$ cat config.mk
export PLATFORM = sky130hd
export DESIGN_NAME = pix_encryptor
export DESIGN_NICKNAME = d
export VERILOG_FILES = /design/src/rtl/pix_enc_pkg.sv /design/src/rtl/pix_enc_datapath.sv /design/src/rtl/pix_enc_control.sv /design/src/rtl/pix_encryptor.sv
export SDC_FILE = /design/constraint.sdc
export NUM_CORES = 1
export LEC_CHECK = 0
export ABC_AREA = 1
export BUFFER_PORTS_ARGS = -buffer_cell sky130_fd_sc_hd__buf_2
export CAP_MARGIN = 15
export CORE_UTILIZATION = 34
export CTS_CLUSTER_DIAMETER = 30
export DETAILED_ROUTE_END_ITERATION = 16
export GPL_TIMING_DRIVEN = 1
export RECOVER_POWER = 50
export SLEW_MARGIN = 20
export SYNTH_ARGS = -nofsm -noshare
export SYNTH_HDL_FRONTEND = slang
export SYNTH_SLANG_ARGS = --single-unit
$ cat constraint.sdc
create_clock -name clk -period 2.8 [get_ports clk]
set_input_delay 0.84 -clock clk [delete_from_list [all_inputs] [get_ports clk]]
set_output_delay 0.84 -clock clk [all_outputs]
set_load 0.005 [all_outputs]
$ cat src/rtl/pix_enc_pkg.sv
package pix_enc_pkg;
  localparam int PIX_W = 8;
  localparam logic [PIX_W-1:0] GF_REDUCE = 8'h1B;  // low byte of x^8+x^4+x^3+x+1

  typedef enum logic [2:0] {
    ST_IDLE, ST_FETCH, ST_MIX, ST_MUL, ST_WRITE, ST_DONE
  } encState_t;

  typedef struct packed {
    logic load;     // accept a new run
    logic caStep;   // advance automaton
    logic mixEn;    // capture mixed key and pixel
    logic mulEn;    // capture product
    logic advance;  // pixel written, flip mix phase
  } encCtrl_t;

  function automatic logic [PIX_W-1:0] gfMul(input logic [PIX_W-1:0] a,
                                              input logic [PIX_W-1:0] b);
    logic [PIX_W-1:0] acc;
    acc = '0;
    for (int i = PIX_W - 1; i >= 0; i--) begin
      acc = {acc[PIX_W-2:0], 1'b0} ^ (acc[PIX_W-1] ? GF_REDUCE : '0) ^ (b[i] ? a : '0);
    end
    return acc;
  endfunction
endpackage

$ cat src/rtl/pix_enc_datapath.sv
module pix_enc_datapath
  import pix_enc_pkg::*;
#(
  parameter logic [PIX_W-1:0] RULE150_MASK = 8'h54
) (
  input  logic             clk,
  input  logic             rstN,
  input  encCtrl_t         ctrl,
  input  logic             fixedMode,
  input  logic             modeFixed,
  input  logic [PIX_W-1:0] keySeed,
  input  logic [PIX_W-1:0] srcData,
  output logic [PIX_W-1:0] product
);
  logic [PIX_W-1:0] caState;
  logic [PIX_W-1:0] caNext;
  logic [PIX_W-1:0] mixedKey;
  logic [PIX_W-1:0] pixReg;
  logic             xnorPhase;

  for (genvar c = 0; c < PIX_W; c++) begin : g_cell
    logic lft;
    logic rgt;
    if (c == 0) begin : g_lEdge
      assign lft = 1'b0;
    end else begin : g_lIn
      assign lft = caState[c-1];
    end
    if (c == PIX_W - 1) begin : g_rEdge
      assign rgt = 1'b0;
    end else begin : g_rIn
      assign rgt = caState[c+1];
    end
    if (RULE150_MASK[c]) begin : g_r150
      assign caNext[c] = lft ^ caState[c] ^ rgt;
    end else begin : g_r90
      assign caNext[c] = lft ^ rgt;
    end
  end

  always_ff @(posedge clk) begin
    if (!rstN) begin
      caState   <= '0;
      mixedKey  <= '0;
      pixReg    <= '0;
      product   <= '0;
      xnorPhase <= 1'b0;
    end else begin
      if (ctrl.load) begin
        caState   <= (!fixedMode && keySeed == '0) ? PIX_W'(1) : keySeed;
        xnorPhase <= 1'b0;
      end else begin
        if (ctrl.caStep) caState <= caNext;
        if (ctrl.advance) xnorPhase <= ~xnorPhase;
      end
      if (ctrl.mixEn) begin
        mixedKey <= xnorPhase ? ~(caState ^ srcData) : (caState ^ srcData);
        pixReg   <= srcData;
      end
      if (ctrl.mulEn) begin
        product <= modeFixed ? gfMul(caState, srcData) : gfMul(mixedKey, pixReg);
      end
    end
  end
endmodule

$ cat src/rtl/pix_enc_control.sv
module pix_enc_control
  import pix_enc_pkg::*;
#(
  parameter int IMG_PIXELS = 16384,
  parameter int ADDR_W     = $clog2(IMG_PIXELS)
) (
  input  logic              clk,
  input  logic              rstN,
  input  logic              start,
  input  logic              fixedMode,
  output encCtrl_t          ctrl,
  output logic              modeFixed,
  output logic              srcRe,
  output logic              dstWe,
  output logic [ADDR_W-1:0] pixIdx,
  output logic              busy,
  output logic              done
);
  localparam logic [ADDR_W-1:0] LAST_IDX = ADDR_W'(IMG_PIXELS - 1);

  encState_t state;
  encState_t stateNext;

  always_comb begin
    ctrl      = '0;
    srcRe     = 1'b0;
    dstWe     = 1'b0;
    stateNext = state;
    unique case (state)
      ST_IDLE: if (start) begin
        ctrl.load = 1'b1;
        stateNext = ST_FETCH;
      end
      ST_FETCH: begin
        srcRe       = 1'b1;
        ctrl.caStep = !modeFixed;
        stateNext   = modeFixed ? ST_MUL : ST_MIX;
      end
      ST_MIX: begin
        ctrl.mixEn = 1'b1;
        stateNext  = ST_MUL;
      end
      ST_MUL: begin
        ctrl.mulEn = 1'b1;
        stateNext  = ST_WRITE;
      end
      ST_WRITE: begin
        dstWe        = 1'b1;
        ctrl.advance = 1'b1;
        stateNext    = (pixIdx == LAST_IDX) ? ST_DONE : ST_FETCH;
      end
      ST_DONE:  stateNext = ST_IDLE;
      default:  stateNext = ST_IDLE;
    endcase
  end

  always_ff @(posedge clk) begin
    if (!rstN) begin
      state     <= ST_IDLE;
      pixIdx    <= '0;
      modeFixed <= 1'b0;
    end else begin
      state <= stateNext;
      if (ctrl.load) begin
        pixIdx    <= '0;
        modeFixed <= fixedMode;
      end else if (dstWe && pixIdx != LAST_IDX) begin
        pixIdx <= pixIdx + 1'b1;
      end
    end
  end

  assign busy = (state == ST_FETCH) || (state == ST_MIX) ||
                (state == ST_MUL) || (state == ST_WRITE);
  assign done = (state == ST_DONE);
endmodule

$ cat src/rtl/pix_encryptor.sv
module pix_encryptor
  import pix_enc_pkg::*;
#(
  parameter int IMG_SIDE = 128,
  parameter int ADDR_W   = $clog2(IMG_SIDE * IMG_SIDE)
) (
  input  logic              clk,
  input  logic              rstN,
  input  logic              start,
  input  logic              fixedMode,
  input  logic [7:0]        keySeed,
  output logic              srcRe,
  output logic [ADDR_W-1:0] srcAddr,
  input  logic [7:0]        srcData,
  output logic              dstWe,
  output logic [ADDR_W-1:0] dstAddr,
  output logic [7:0]        dstData,
  output logic              busy,
  output logic              done
);
  localparam int IMG_PIXELS = IMG_SIDE * IMG_SIDE;

  encCtrl_t          ctrl;
  logic              modeFixed;
  logic [ADDR_W-1:0] pixIdx;

  pix_enc_control #(.IMG_PIXELS(IMG_PIXELS), .ADDR_W(ADDR_W)) u_ctrl (
    .clk(clk), .rstN(rstN), .start(start), .fixedMode(fixedMode),
    .ctrl(ctrl), .modeFixed(modeFixed), .srcRe(srcRe), .dstWe(dstWe),
    .pixIdx(pixIdx), .busy(busy), .done(done)
  );

  pix_enc_datapath u_dp (
    .clk(clk), .rstN(rstN), .ctrl(ctrl), .fixedMode(fixedMode),
    .modeFixed(modeFixed), .keySeed(keySeed), .srcData(srcData),
    .product(dstData)
  );

  assign srcAddr = pixIdx;
  assign dstAddr = pixIdx;
endmodule

==> impl_metrics.tcl, run 1 <==
set metrics [dict create \
    status "complete, no violations" \
    place_area_um2 5770 \
    seq_area_frac_synth 0.187 \
    grt_pass1_wl_um 23800 \
    grt_remaining_overflow 0 \
    p_sw_frac 0.453 \
    power_frac_comb 0.488 \
    synth-async-reset-ratio 0 \
    worst_setup_path_end_kind "flop" \
    tns_ps 0 \
    p_clk_frac 0.210 \
    h-tree-depth 2 \
    synth_adder_area_share 0.0206 \
    finalCoreUtilization 0.382 \
    slew_violations 0 \
    synth_top_family_by_area "simple AND/OR/NAND/NOR gates" \
    crit_buf_inv 3 \
    finalHoldViolCount 0 \
    start_util 0.354 \
    cp_top_family "simple AND/OR/NAND/NOR gates" \
    synth_most_common_cell "nand2_1" \
    ys_ff_latch 51 \
    yosysTopAreaCellShare 0.235 \
    hold_buffers 0 \
    critPathRequiredTime_ps 2990 \
    grt_max_degree 33 \
    max_freq_mhz 424 \
    drive_above_1_share 0.109 \
    final.min_clock_period_ps 2360 \
    vdd_ir_drop_max_mv 0.251 \
    cap_violations 0 \
    drt-total-wl_um 14200 \
    critPathMostFrequentCell "nand2_1" \
    syn_inst 939 \
    antenna_found_initial 0 \
    rsz0062_at_grt "no" \
    netlist-cell-type-count 39 \
    num_rows 45 \
    cts_tree "yes" \
    clock_sinks 51 \
    chipWidth_um 129 \
    synth-compound-area-share 0.0923 \
    power_uw 3110 \
    period_share 0.843 \
    first_pass_iters 5 \
    synth_edf_count 0 \
    power.leakage_uw 0.00295 \
    cts_buffers 5 \
    gp_congestion 0.834 \
    final_nets 991 \
    clockRootBuffer "clkbuf_16" \
    synth_top_area_cell "nand2_1" \
    postCtsSetupRepairBufs 0 \
    synthTopCellsByCount "342 x nand2_1, 112 x inv_1, 82 x nand3_1" \
    drt-vias-per-instance 4.64 \
    core_um2 15400 \
    fp.dieArea_um2 16600 \
    ios 60 \
    antenna_cells 0 \
    track_usage 0.179 \
    crit_slowest_cell "ha_1" \
    clk_pin_slew_ps 80 \
    io_buffers 59 \
    syn-num-nets 968 \
    crit_chain "buf_2 > ha_1 > inv_1 > nand3_2 > nand2_2 > inv_1 > nand2_2 > nand2_1 > nand2_1 > nand2_1 > nand2_1 > nand2_2 > or2_1 > a21oi_1 > nor2_1 > nor2_1 > nor2_1" \
    synthFlopType "dfxtp_1" \
    clock_path_buffers 2 \
    setup_viol 0 \
    netlist_area_um2 5470 \
    synth_xor_xnor_area_share 0.137 \
    area_growth_pct 7.85 \
    synth-simple-area-share 0.417 \
    drc_errors 0 \
    grt_pass1_vias 4872 \
    power_frac_seq 0.302 \
    dp_hpwl_um 10900 \
    num_vias 5449 \
    hold_class "reg -> reg" \
    timing.hold.ws_ps 488 \
    final_cell_area_um2 5890 \
    skew_ps 9.40 \
    synth_area_leaders "nand2_1 23%, dfxtp_1 19%, inv_1 7.7%" \
    path_class "in -> reg" \
    crit_path_start_kind "primary input" \
    ys_warn_count 0 \
    syn_area_per_cell_um2 5.82 \
    intPower_uw 1700 \
    synthMuxAreaShare 0 \
    powerDensity_nw_per_um2 528 \
    maxSlewHeadroom 0.173 \
    clk_latency_ps 300 \
    drt-initial-drc-count 312 \
    arrival_ps 2550 \
    die_height_um 129 \
    wire_per_inst_um 12.1 \
    ant_nets 0 \
    max_stage_delay_ps 240 \
    worst_pin_slew_ps 1240 \
    cts_resized 0 \
    crit_fanout 4 \
    switchingPower_uw 1410 \
]
-- metal layers --
metal	part of all wire	up-vias	GRT usage
met5	0	-	0
met4	0.014	0	0.0429
met3	0.033	15	0.0183
met2	0.47	107	0.316
met1	0.49	2382	0.233
li1	-	2945	-
-- area by class of cell --
type / count / area [um2]
well taps: 211 / 264
multi-input cells: 714 / 3640
clock inverters: 3 / 27.5
repair buffers: 73 / 380
inverters: 117 / 439
flip-flops and latches: 51 / 1020
clock buffers: 5 / 125
fillers: 1737 / 9530
-- registers in the layout (all words and copies together), names as in the netlist --
signal / count
u_dp.product: 8
u_ctrl.state: 3
u_dp.xnorPhase: 1
u_dp.caState: 8
u_ctrl.modeFixed: 1
u_ctrl.pixIdx: 14
u_dp.mixedKey: 8
u_dp.pixReg: 8
-- final timing paths --
path / startpoint / to / slack [ps] / depth (start not counted)
worst max-delay path: srcData[7] / u_dp.product[6] / 440 / 17
worst min-delay path: u_ctrl.pixIdx[7] / u_ctrl.pixIdx[7] / 490 / 2
worst max register to register: u_dp.mixedKey[7] / u_dp.product[4] / 570 / 17
worst min register to register: u_ctrl.pixIdx[7] / u_ctrl.pixIdx[7] / 490 / 2
-- power groups by stage --
stage          clock, uW  sequential, uW  combinational (uW)
6_report             652             940                1520
4_1_cts              672             939                1530
2_1_floorplan          0             834                1310
3_5_place_dp           0             956                1520
3_3_place_gp           0             958                1510
5_1_grt              697             954                1750
-- layout by cell type, fill, tap and decap left out, types with 4 or more instances in the layout --
| cell | count |
|---|---|
| a211oi_1 | 5 |
| a21oi_1 | 37 |
| buf_2 | 46 |
| buf_4 | 13 |
| clkbuf_1 | 13 |
| clkbuf_16 | 5 |
| dfxtp_1 | 51 |
| ha_1 | 9 |
| inv_1 | 112 |
| inv_2 | 4 |
| nand2_1 | 342 |
| nand2_2 | 17 |
| nand3_1 | 82 |
| nand3_2 | 5 |
| nand3b_1 | 6 |
| nand4_1 | 6 |
| nor2_1 | 50 |
| nor3_1 | 7 |
| o21ai_0 | 43 |
| xnor2_1 | 43 |
| xor2_1 | 39 |
-- worst min-delay path, delay by kind of cell, from the launching register on --
| kind | cells | cell delay (ps) |
|---|---|---|
| flops | 1 | 340 |
| buf+inv | 1 | 60 |
| compound gates | 1 | 50 |
-- logic make-up after synthesis --
group,count (synthesis)
flops,51
simple gates,528
fa+ha+maj,9
buf+inv,174
xor+xnor,84
compound gates,93
-- per-stage QoR --
stage,instances,setup WS (ps)
4_1_cts,1174,444
5_1_grt,1174,232
6_report,1174,439
2_1_floorplan,939,455
3_5_place_dp,1166,136
3_3_place_gp,1166,171
Power figures use the tool's default switching activity.
==> inputs of run 2 (changes only) <==
clock period = 2.4 ns   (was 2.8 ns; I/O delays follow)
==> run 2 against run 1 <==
Worst hold slack better by 4.0 ps. First-iteration DRC count is 11% lower. Critical path depth is 11 lower. Clock skew is 0.52 ps lower. Die area stayed put. Cell count is 2.9% higher. Sequential share of layout area is 0.83 points lower. Worst setup slack worse by 250 ps. Total power is 22% higher. Critical path type is now reg -> out.
==> impl_metrics.tcl, run 2 (synthesis gave the netlist of run 1 again) <==
set metrics [dict create \
    h-tree-depth 2 \
    crit_fanout 6 \
    clk_pin_slew_ps 80 \
    skew_ps 8.88 \
    clockRootBuffer "clkbuf_16" \
    critPathRequiredTime_ps 1680 \
    gp_congestion 0.880 \
    core_um2 15400 \
    layout_commonest_cell "nand2_1" \
    ios 60 \
    die_height_um 129 \
    cts_tree "yes" \
    final.min_clock_period_ps 2210 \
    grt_remaining_overflow 0 \
    chipWidth_um 129 \
    grt_max_degree 33 \
    period_share 0.922 \
    worst_setup_path_end_kind "primary output" \
    instances_no_fill 1208 \
    powerDensity_nw_per_um2 612 \
    start_util 0.354 \
    first_pass_iters 5 \
    clock_sinks 51 \
    cts_buffers 5 \
    setup_viol 0 \
    final_nets 1025 \
    maxSlewHeadroom 0.247 \
    antenna_found_initial 0 \
    crit_slowest_cell "dfxtp_1" \
    tns_ps 0 \
    num_vias 5600 \
    drc_errors 0 \
    largest_reg_flops 14 \
    cap_violations 0 \
    drt-total-wl_um 14300 \
    clk_latency_ps 300 \
    timing.hold.ws_ps 492 \
    drt-initial-drc-count 277 \
    hold_class "reg -> reg" \
    path_class "reg -> out" \
    num_rows 45 \
    io_buffers 59 \
    hold_buffers 0 \
    wire_per_inst_um 11.8 \
    antenna_cells 0 \
    area_growth_pct 13.4 \
    crit_path_start_kind "flop" \
    power.leakage_uw 0.00313 \
    arrival_ps 1490 \
    finalHoldViolCount 0 \
    worst-r2r-setup-slack_ps 260 \
    track_usage 0.183 \
    ant_nets 0 \
    grt_pass1_wl_um 24500 \
    max_stage_delay_ps 360 \
    mostFrequentLayoutCells "339 x nand2_1, 111 x inv_1, 80 x nand3_1" \
    dp_hpwl_um 11400 \
    finalCoreUtilization 0.402 \
    pre_cts_ws_ps -113 \
    setup_slack_ps 187 \
    fp.dieArea_um2 16600 \
    status "complete, no violations" \
    max_freq_mhz 452 \
    worst_pin_slew_ps 1130 \
    vdd_ir_drop_max_mv 0.277 \
    clock_path_buffers 2 \
    top_register "u_ctrl.pixIdx" \
    post-place-cells 1200 \
    drive_above_1_share 0.150 \
    slew_violations 0 \
    rsz0062_at_grt "no" \
    drt-vias-per-instance 4.64 \
    crit_chain "nor2_1 > inv_1 > nor2_1 > inv_1 > nand3_1 > buf_2" \
    grt_pass1_vias 5121 \
]
-- run 2: critical path, delay by kind of cell (launching register included) --
kind                   cells  cell delay, ps
buffers and inverters      3             310
flip-flops                 1             360
AND/OR/NAND/NOR            3             530
-- run 2: cell type report --
class,count,area [um2]
multi-input cells,714,3670
inverters,117,439
flip-flops and latches,51,1020
fillers,1713,9230
repair buffers,107,649
clock inverters,3,28.8
well taps,211,264
clock buffers,5,125
-- run 2: worst paths after layout --
path | depth (start not counted) | startpoint | to
max | 6 | u_ctrl.state[1] | busy
min reg2reg | 2 | u_ctrl.pixIdx[7] | u_ctrl.pixIdx[7]
min | 2 | u_ctrl.pixIdx[7] | u_ctrl.pixIdx[7]
max reg2reg | 18 | u_dp.caState[6] | u_dp.product[3]
-- run 2: routing by layer --
metal | track usage | wire length (um) | vias up
met5 | 0 | 0 | -
met4 | 0.0415 | 174 | 0
met3 | 0.0154 | 434 | 13
met2 | 0.325 | 6830 | 93
met1 | 0.240 | 6820 | 2471
li1 | - | - | 3023
-- run 2: report_power, final --
part,switching (uW),internal (uW),total (uW)
registers,153,920,1070
logic,1170,782,1950
clock network,364,399,763
-- run 2: what timing repair did --
action	4_1_cts	5_1_grt
setup endpoints to repair	0	5
hold endpoints to repair	0	0
resized for setup	0	11
buffers inserted	0	0
-- run 2: metrics by stage --
stage | power, uW | area, um2
2_1_floorplan | 2510 | 5470
3_3_place_gp | 2990 | 6040
3_5_place_dp | 3010 | 6040
4_1_cts | 3790 | 6190
5_1_grt | 4150 | 6200
6_report | 3790 | 6200
